**src/rtl/wfi_cg_pkg.sv**
```systemverilog
// Shared definitions for the WFI clock-gating wake controller.
// Assumes: consumers import this package before declaring state registers.
package wfi_cg_pkg;

    // Controller states; RUN must be the reset encoding.
    typedef enum logic [1:0] {
        WS_RUN       = 2'd0,
        WS_GATED     = 2'd1,
        WS_IRQ_WAKE  = 2'd2,
        WS_FLIT_WAKE = 2'd3
    } wake_state_e;

    // Number of interrupt sources packed into the wake vector.
    localparam int unsigned IRQ_SRC_N = 8;

    // Number of interconnect channels that can report a pending flit.
    localparam int unsigned FLIT_CHAN_N = 3;

endpackage

```
**src/rtl/wfi_irq_sync.sv**
```systemverilog
// Multi-flop synchronizer for a vector of interrupt sources.
// What it does: delays each bit through STAGES flops, clearing all on reset.
// Assumes: STAGES >= 2; each bit is an independent level, no bus coherency needed.
module wfi_irq_sync #(
    parameter int unsigned WIDTH  = 8,
    parameter int unsigned STAGES = 3
) (
    input  logic             clk,
    input  logic             rst_n,
    input  logic [WIDTH-1:0] din,
    output logic [WIDTH-1:0] dout
);
    localparam int unsigned LAST = STAGES - 1;

    logic [STAGES-1:0][WIDTH-1:0] pipe_q;

    for (genvar s = 0; s < STAGES; s++) begin : g_stage
        if (s == 0) begin : g_first
            // First flop samples the asynchronous inputs.
            always_ff @(posedge clk) begin
                if (!rst_n) pipe_q[s] <= '0;
                else        pipe_q[s] <= din;
            end
        end else begin : g_rest
            // Later flops resolve metastability of the previous stage.
            always_ff @(posedge clk) begin
                if (!rst_n) pipe_q[s] <= '0;
                else        pipe_q[s] <= pipe_q[s-1];
            end
        end
    end

    assign dout = pipe_q[LAST];


    sync_reset_clear_chk: assert property (@(posedge clk)
        !rst_n |=> (dout == '0));

endmodule

```
**src/rtl/wfi_flit_merge.sv**
```systemverilog
// Merges the per-channel flit-pending flags into one wake flag.
// What it does: reduction OR over the channel vector.
// Assumes: flags are already in the cluster clock domain.
module wfi_flit_merge #(
    parameter int unsigned CHAN_N = 3
) (
    input  logic [CHAN_N-1:0] chan_pend,
    output logic              any_pend
);
    // Any channel with a pending flit is a wake reason.
    always_comb begin
        any_pend = 1'b0;
        for (int c = 0; c < CHAN_N; c++) begin
            any_pend = any_pend | chan_pend[c];
        end
    end
endmodule

```
**src/rtl/wfi_wake_fsm.sv**
```systemverilog
// State machine deciding whether the cluster clock may be gated.
// What it does: enters GATED from RUN when the core is halted and the power
//   sequencer is idle; leaves on an interrupt or a pending flit; returns to
//   RUN only once the halted flag drops.
// Assumes: halted, idle and the interrupt vector are synchronous to clk.
module wfi_wake_fsm
    import wfi_cg_pkg::*;
#(
    parameter bit          GATE_EN = 1'b1,
    parameter int unsigned IRQ_W   = 8
) (
    input  logic             clk,
    input  logic             rst_n,
    input  logic             halted,
    input  logic             lp_idle,
    input  logic [IRQ_W-1:0] irq_sync,
    input  logic             flit_any,
    output logic             gate_q
);
    wake_state_e st_q, st_nxt;
    logic        irq_any;

    // Any synchronized source counts as an interrupt wake.
    assign irq_any = |irq_sync;

    // Next-state decision; interrupts are checked before flits.
    always_comb begin
        st_nxt = st_q;
        unique case (st_q)
            WS_RUN: begin
                if (halted && lp_idle) st_nxt = WS_GATED;
            end
            WS_GATED: begin
                if (irq_any)       st_nxt = WS_IRQ_WAKE;
                else if (flit_any) st_nxt = WS_FLIT_WAKE;
            end
            WS_IRQ_WAKE, WS_FLIT_WAKE: begin
                if (!halted) st_nxt = WS_RUN;
            end
            default: st_nxt = WS_RUN;
        endcase
    end

    // State and gate-request registers; the request follows the next state.
    always_ff @(posedge clk) begin
        if (!rst_n) begin
            st_q   <= WS_RUN;
            gate_q <= 1'b0;
        end else begin
            st_q   <= st_nxt;
            gate_q <= GATE_EN && (st_nxt == WS_GATED);
        end
    end


    reset_to_run_chk: assert property (@(posedge clk)
        !rst_n |=> (st_q == WS_RUN && !gate_q));


    enter_gated_chk: assert property (@(posedge clk) disable iff (!rst_n)
        (st_q == WS_RUN && halted && lp_idle) |=> (st_q == WS_GATED && gate_q == GATE_EN));


    gate_only_in_gated_chk: assert property (@(posedge clk) disable iff (!rst_n)
        gate_q |-> (st_q == WS_GATED));


    irq_wake_chk: assert property (@(posedge clk) disable iff (!rst_n)
        (st_q == WS_GATED && irq_sync != '0) |=> (st_q == WS_IRQ_WAKE && !gate_q));


    flit_wake_chk: assert property (@(posedge clk) disable iff (!rst_n)
        (st_q == WS_GATED && irq_sync == '0 && flit_any) |=> (st_q == WS_FLIT_WAKE && !gate_q));


    wake_hold_chk: assert property (@(posedge clk) disable iff (!rst_n)
        ((st_q == WS_IRQ_WAKE || st_q == WS_FLIT_WAKE) && halted) |=> !gate_q);


    idle_block_chk: assert property (@(posedge clk) disable iff (!rst_n)
        (st_q == WS_RUN && !lp_idle) |=> !gate_q);

    if (!GATE_EN) begin : g_off_chk

        gate_disabled_chk: assert property (@(posedge clk) disable iff (!rst_n)
            !gate_q);
    end

endmodule

```
**src/rtl/wfi_clk_en.sv**
```systemverilog
// Final clock-enable combination for the clock-gate cell.
// What it does: enable unless WFI or power-down gating is requested; a
//   pending snoop flit overrides both in the same cycle.
// Assumes: the downstream gate cell latches the enable itself.
module wfi_clk_en (
    input  logic clk,
    input  logic rst_n,
    input  logic wfi_gate,
    input  logic pdn_gate,
    input  logic snoop_pend,
    output logic clk_en
);
    // Combine the gating requests with the snoop override.
    always_comb begin
        clk_en = (!wfi_gate && !pdn_gate) || snoop_pend;
    end


    snoop_override_chk: assert property (@(posedge clk) disable iff (!rst_n)
        snoop_pend |-> clk_en);


    gated_off_chk: assert property (@(posedge clk) disable iff (!rst_n)
        (wfi_gate && !snoop_pend) |-> !clk_en);

endmodule

```
**src/rtl/wfi_clk_gate_ctrl.sv**
```systemverilog
// Top of the WFI clock-gating wake controller.
// What it does: synchronizes interrupt sources, merges flit-pending flags,
//   runs the gating state machine and forms the clock-gate enable.
// Assumes: core_halted, lp_idle and the flit flags are already synchronous
//   to clk; irq_src bits are raw and asynchronous.
module wfi_clk_gate_ctrl
    import wfi_cg_pkg::*;
#(
    parameter bit          GATE_EN     = 1'b1,
    parameter int unsigned SYNC_STAGES = 3
) (
    input  logic                 clk,
    input  logic                 rst_n,
    input  logic                 core_halted,
    input  logic                 lp_idle,
    input  logic                 pdn_gate,
    input  logic                 flit_pend_snoop,
    input  logic                 flit_pend_resp,
    input  logic                 flit_pend_data,
    input  logic [IRQ_SRC_N-1:0] irq_src,
    output logic                 gate_req,
    output logic                 clk_en
);
    logic [IRQ_SRC_N-1:0]   irq_sync;
    logic [FLIT_CHAN_N-1:0] chan_pend;
    logic                   flit_any;

    // Channel order in the merged vector: data, response, snoop.
    assign chan_pend = {flit_pend_data, flit_pend_resp, flit_pend_snoop};

    wfi_irq_sync #(
        .WIDTH  (IRQ_SRC_N),
        .STAGES (SYNC_STAGES)
    ) u_irq_sync (
        .clk   (clk),
        .rst_n (rst_n),
        .din   (irq_src),
        .dout  (irq_sync)
    );

    wfi_flit_merge #(
        .CHAN_N (FLIT_CHAN_N)
    ) u_flit_merge (
        .chan_pend (chan_pend),
        .any_pend  (flit_any)
    );

    wfi_wake_fsm #(
        .GATE_EN (GATE_EN),
        .IRQ_W   (IRQ_SRC_N)
    ) u_fsm (
        .clk      (clk),
        .rst_n    (rst_n),
        .halted   (core_halted),
        .lp_idle  (lp_idle),
        .irq_sync (irq_sync),
        .flit_any (flit_any),
        .gate_q   (gate_req)
    );

    wfi_clk_en u_clk_en (
        .clk        (clk),
        .rst_n      (rst_n),
        .wfi_gate   (gate_req),
        .pdn_gate   (pdn_gate),
        .snoop_pend (flit_pend_snoop),
        .clk_en     (clk_en)
    );


    any_flit_wakes_chk: assert property (@(posedge clk) disable iff (!rst_n)
        (gate_req && irq_sync == '0 && (flit_pend_resp || flit_pend_data)) |=> !gate_req);

endmodule

```
**config.mk**
```make
export PLATFORM = sky130hd
export DESIGN_NAME = wfi_clk_gate_ctrl
export DESIGN_NICKNAME = d
export VERILOG_FILES = /design/src/rtl/wfi_cg_pkg.sv /design/src/rtl/wfi_irq_sync.sv /design/src/rtl/wfi_flit_merge.sv /design/src/rtl/wfi_wake_fsm.sv /design/src/rtl/wfi_clk_en.sv /design/src/rtl/wfi_clk_gate_ctrl.sv
export SDC_FILE = /design/constraint.sdc
export NUM_CORES = 1
export LEC_CHECK = 0
export BUFFER_PORTS_ARGS = -buffer_cell sky130_fd_sc_hd__buf_2
export CAP_MARGIN = 10
export CORE_ASPECT_RATIO = 1.2
export CORE_MARGIN = 4
export CORE_UTILIZATION = 35
export CTS_CLUSTER_SIZE = 16
export DETAILED_ROUTE_END_ITERATION = 8
export SYNTH_ARGS = -nofsm -noshare
export SYNTH_HDL_FRONTEND = slang
export SYNTH_SLANG_ARGS = --single-unit
```
**constraint.sdc**
```tcl
create_clock -name clk -period 1.56 [get_ports clk]
set_input_delay 0.234 -clock clk [delete_from_list [all_inputs] [get_ports clk]]
set_output_delay 0.234 -clock clk [all_outputs]
set_load 0.1 [all_outputs]
```
==> impl_metrics.py, run 1 <==
metrics = {
    "run_status": {
        "status": "completed",
    },
    "floorplan": {
        "start_util_pct": 37.47,
        "die_height_um": 60.15,
        "die-area_um2": 3095,
        "coreArea_um2": 2117,
        "fp-row-count": 18,
        "die_w_um": 51.46,
        "pin_count": 18,
    },
    "min_path": {
        "min-delay-start": "irq_src[2]",
        "min_path_cells": 2,
        "holdPathEnd": "u_irq_sync.pipe_q[2]$_SDFF_PN0_",
        "hp-class": "in -> reg",
    },
    "clock_tree": {
        "cts_sinks": 27,
        "clk_latency_ns": 0.30,
        "cts_resized": 0,
        "cts_buffers": 3,
        "hold_buffers": 0,
        "htreeDepth": 1,
        "clockRootBuffer": "clkbuf_4",
        "path_clk_slew_ns": 0.13,
        "max-clock-path-buffers": 2,
        "cts_tree": "built",
        "post_cts_buffers": 0,
    },
    "worst_setup_path": {
        "r2r_slack_ns": 0.31,
        "reg2reg_depth": 3,
        "crit_fanout": 2,
        "end_kind": "primary output",
        "criticalPathCategory": "reg -> out",
        "crit_slowest_cell": "buf_2",
        "reg2reg_to": "u_fsm.gate_q$_SDFF_PN0_",
        "cp-start-kind": "register",
        "r2r_start": "u_irq_sync.dout[5]$_SDFF_PN0_",
        "cp_cell_sequence": "o21bai_4 -> buf_2",
        "crit_path_max_incr_delay_ns": 0.43,
        "arrival_ns": 1.18,
        "crit_required_ns": 1.33,
    },
    "grt": {
        "grt_overflow": 0,
        "grt_pass1_wl_mm": 1.662,
        "first_global_vias": 437,
        "antenna_found_initial": 0,
        "globalRouteTotalUtil_pct": 7.076,
        "grt_max_degree": 28,
    },
    "layout": {
        "fin_area_um2": 947.2,
        "layout.cells.most_common": "dfxtp_1",
        "area_delta_synth_final_pct": 19.40,
        "antennaDiodeCount": 0,
        "final_layout_size_suffix_gt1_share_pct": 29.41,
        "final_cell_mix": "dfxtp_1 (26), and2_1 (24), buf_2 (17), clkbuf_4 (3), or4_4 (2)",
        "finalNetCount": 102,
    },
    "placed_design": {
        "numPortBuffers": 17,
        "placed_cell_area_um2": 920.9,
        "routabilityCongestion": 0.6386,
        "dp_slack_ns": 0.3326,
    },
    "power_and_ir_drop": {
        "powerDensity_nw_per_um2": 1201,
        "peakVddDrop_mv": 0.6259,
        "leakagePower_nw": 0.4097,
    },
    "drt": {
        "first_pass_iters": 2,
        "wl_per_cell_um": 8.435,
        "drc": 0,
        "vias": 481,
        "first_iter_violations": 1,
        "wirelength_um": 970,
        "postRouteAntennaNets": 0,
        "drt-vias-per-instance": 4.183,
    },
    "logic_synthesis": {
        "ys.warnings.count": 0,
        "ys_seq_area_share_pct": 68.14,
        "synthAdderAreaFrac_pct": 0,
        "syn_nets": 82,
        "avgSynthCellArea_um2": 12.02,
        "synthCells": 66,
        "synth_compound_area_share_pct": 5.205,
        "syn-cell-area_um2": 793.3,
        "synth-simple-area-share_pct": 25.71,
        "ys_ff_latch": 27,
        "synth_xor_area_share_pct": 0,
        "ys_types": 15,
        "synth_mux_area_share_pct": 0,
        "synth_top_family_by_area": "simple AND/OR/NAND/NOR gates",
    },
    "run": {
        "cap_violations": 0,
    },
    "timing": {
        "max_freq_mhz": 707.1,
        "tns_ns": 0,
        "tightest_slew_ns": 0.4857,
        "min_period_ns": 1.414,
        "fin_crit_sh_pct": 90.66,
        "setup_viol": 0,
        "finClkSkew_ns": 0.003497,
        "setup_ws_ns": 0.1457,
        "slew_headroom_pct": 67.84,
        "drv_slew": 0,
        "rsz0062_at_grt": "false",
        "finalHoldViolCount": 0,
    },
}
[Yosys cell counts]
| master | count | area share (%) |
|---|---|---|
| dfxtp_1 | 27 | 68 |
| and2_1 | 24 | 19 |
| clkbuf_1 | 2 | 0.95 |
| or4_4 | 2 | 2.8 |
| a21boi_1 | 1 | 0.95 |
| a21oi_1 | 1 | 0.63 |
| a22oi_1 | 1 | 0.95 |
| and3_1 | 1 | 0.79 |
| and4_1 | 1 | 1.1 |
| nand2_1 | 1 | 0.47 |
| nor2b_1 | 1 | 0.79 |
| o21ai_0 | 1 | 0.63 |
| o21ai_2 | 1 | 1.1 |
| o21bai_1 | 1 | 0.95 |
| or3_1 | 1 | 0.79 |
[worst max-delay path: cells and delay by family, from the launching register on]
family / cells / cell delay (ns)
buffers and inverters: 1 / 0.43
DFF: 1 / 0.36
AOI/OAI and AO/OA: 1 / 0.09
[layout make-up]
type | instances | area [um^2]
timing repair buffer | 17 | 85.08
fill | 220 | 1170
tap | 30 | 37.54
multi-input combinational | 37 | 256.5
sequential | 27 | 541.8
clock buffer | 4 | 26.28
[state kept, by name, indices dropped and copies added, names as in the netlist]
| signal | cells |
|---|---|
| u_fsm.gate_q | 1 |
| u_fsm.st_q | 2 |
| u_irq_sync.pipe_q | 16 |
| u_irq_sync.dout | 8 |
[stage by stage]
step                power (mW)  instances  util (%)  hold WS [ns]
finish                   1.137        115     44.74        0.1193
global route             1.204        115     44.74        0.1007
CTS                      1.153        115     44.74        0.1087
detailed placement      0.8800        111     43.50        0.4185
global placement        0.8742        111     43.50        0.4131
floorplan               0.8447         66         -        0.3557
[layer usage]
metal	vias up	part of all wire, %	track usage, %
li1	249	-	-
met1	213	43	7.846
met2	17	46	11.45
met3	2	10	1.746
met4	0	1.4	5.618
met5	-	0	0
[how the worst max path moves through the flow]
stage / start / endpoint / slack, ns / cells after the start
finish: u_fsm.gate_q$_SDFF_PN0_ / clk_en / 0.15 / 2
global route: u_fsm.gate_q$_SDFF_PN0_ / clk_en / 0.09 / 2
CTS: u_fsm.gate_q$_SDFF_PN0_ / clk_en / 0.13 / 2
detailed placement: u_irq_sync.dout[5]$_SDFF_PN0_ / u_fsm.gate_q$_SDFF_PN0_ / 0.33 / 3
global placement: u_irq_sync.dout[5]$_SDFF_PN0_ / u_fsm.gate_q$_SDFF_PN0_ / 0.36 / 3
floorplan: u_fsm.gate_q$_SDFF_PN0_ / clk_en / 0.26 / 1
[logic make-up (layout without fill, tap and decap cells)]
logic type	count (synthesis)	in the layout
compound gates	6	6
flops	27	27
buf+inv	2	21
simple gates	31	31
[where the power goes]
group	leakage (nW)	switching, mW	total (mW)	internal, mW
Clock	0.0150	0.176	0.276	0.0996
Sequential	0.223	0.0119	0.737	0.725
Combinational	0.172	0.0746	0.124	0.0499
Total	0.410	0.263	1.14	0.875
Power figures use the tool's default switching activity.
==> run 2, diff against run 1 <==
--- a/config.mk
+++ b/config.mk
@@ -12,6 +12,7 @@
 export CORE_UTILIZATION = 35
 export CTS_CLUSTER_SIZE = 16
 export DETAILED_ROUTE_END_ITERATION = 8
+export RECOVER_POWER = 25
 export SYNTH_ARGS = -nofsm -noshare
 export SYNTH_HDL_FRONTEND = slang
 export SYNTH_SLANG_ARGS = --single-unit
==> run 2 against run 1 <==
Global-route usage did not move. Final cell count did not move. Largest cell class unchanged. Non-clock buffer count did not move. Clock power barely moved. Die area did not move. Sequential share of layout area rose by 0.076 points. Setup slack barely moved. First-iteration DRC count did not move. Utilization fell by 0.059 points. Register-to-register slack barely moved. Combinational power barely moved. Critical path type unchanged. Wire length fell by 0.10%.
==> impl_metrics.py, run 2 (synthesized netlist as in run 1, its figures left out) <==
metrics = {
    "placed_design": {
        "dp_slack_ns": 0.3326,
        "numPortBuffers": 17,
        "routabilityCongestion": 0.6386,
        "post-place-cells": 111,
    },
    "drt": {
        "first_pass_iters": 2,
        "drt-vias-per-instance": 4.183,
        "drc": 0,
        "postRouteAntennaNets": 0,
        "vias": 481,
        "first_iter_violations": 1,
        "wirelength_um": 969,
        "wl_per_cell_um": 8.426,
    },
    "timing": {
        "hold_slack_ns": 0.1193,
        "min_period_ns": 1.414,
        "slew_headroom_pct": 50.80,
        "setup_viol": 0,
        "max_freq_mhz": 707.1,
        "tightest_slew_ns": 0.7380,
        "rsz0062_at_grt": "false",
        "finalHoldViolCount": 0,
        "finClkSkew_ns": 0.003501,
        "drv_slew": 0,
        "setup_ws_ns": 0.1457,
        "tns_ns": 0,
        "fin_crit_sh_pct": 90.66,
    },
    "floorplan": {
        "coreArea_um2": 2117,
        "start_util_pct": 37.47,
        "die-area_um2": 3095,
        "die_w_um": 51.46,
        "fp-row-count": 18,
        "pin_count": 18,
        "die_height_um": 60.15,
    },
    "layout": {
        "finalNetCount": 102,
        "final_layout_size_suffix_gt1_share_pct": 28.24,
        "area_delta_synth_final_pct": 19.24,
        "largest_register_ffs": 16,
        "largest_register": "u_irq_sync.pipe_q",
        "utilization_pct": 44.68,
        "layout.cells.most_common": "dfxtp_1",
        "antennaDiodeCount": 0,
        "layout.cells.non_filler": 115,
        "final_cell_mix": "dfxtp_1 (26), and2_1 (22), buf_2 (16), clkbuf_4 (3)",
    },
    "power_and_ir_drop": {
        "powerDensity_nw_per_um2": 1202,
        "leakagePower_nw": 0.4054,
        "peakVddDrop_mv": 0.6259,
    },
    "clock_tree": {
        "clockRootBuffer": "clkbuf_4",
        "clk_latency_ns": 0.30,
        "path_clk_slew_ns": 0.13,
        "cts_buffers": 3,
        "htreeDepth": 1,
        "cts_sinks": 27,
        "cts_tree": "built",
        "post_cts_buffers": 0,
        "cts_resized": 0,
        "max-clock-path-buffers": 2,
        "hold_buffers": 0,
    },
    "grt": {
        "antenna_found_initial": 0,
        "first_global_vias": 437,
        "grt_overflow": 0,
        "grt_max_degree": 28,
        "globalRouteTotalUtil_pct": 7.076,
        "grt_pass1_wl_mm": 1.662,
    },
    "min_path": {
        "hp-class": "in -> reg",
    },
    "run_status": {
        "status": "completed",
    },
    "run": {
        "cap_violations": 0,
    },
    "worst_setup_path": {
        "criticalPathCategory": "reg -> out",
        "end_kind": "primary output",
        "crit_required_ns": 1.33,
        "cp-start-kind": "register",
        "r2r_slack_ns": 0.31,
        "arrival_ns": 1.18,
        "crit_fanout": 2,
    },
}
[run 2: final timing paths]
kind	startpoint	cells after the start	end
worst min register to register	u_irq_sync.pipe_q[8]$_SDFF_PN0_	1	u_irq_sync.dout[0]$_SDFF_PN0_
worst max register to register	u_irq_sync.dout[5]$_SDFF_PN0_	3	u_fsm.gate_q$_SDFF_PN0_
worst min-delay path	irq_src[2]	2	u_irq_sync.pipe_q[2]$_SDFF_PN0_
worst max-delay path	u_fsm.gate_q$_SDFF_PN0_	2	clk_en
[run 2: power by group]
| part | internal (mW) | switching [mW] |
|---|---|---|
| clock | 0.0996 | 0.176 |
| combinational | 0.0494 | 0.0746 |
| sequential | 0.725 | 0.0119 |
[run 2: worst max-delay path, cell delays in order (launching register included)]
cell      delay [ns]
dfxtp_2         0.36
o21bai_4        0.09
buf_2           0.43
[run 2: per-layer routing]
metal / wire length (um) / track usage [%] / vias up
li1: - / - / 249
met1: 413 / 7.846 / 213
met2: 440 / 11.45 / 17
met5: 0 / 0 / -
met4: 14 / 5.618 / 0
met3: 101 / 1.746 / 2
[run 2: area by class of cell]
class	instances	area, um^2
repair buffers	17	83.83
well taps	30	37.54
clock buffers	4	26.28
flip-flops and latches	27	541.8
fillers	220	1171
multi-input cells	37	256.5
[run 2: per-stage QoR]
step	cell area [um^2]	power, mW
floorplan	805.8	0.8447
global placement	920.9	0.8742
detailed placement	920.9	0.8800
CTS	947.2	1.153
global route	945.9	1.203
finish	945.9	1.137
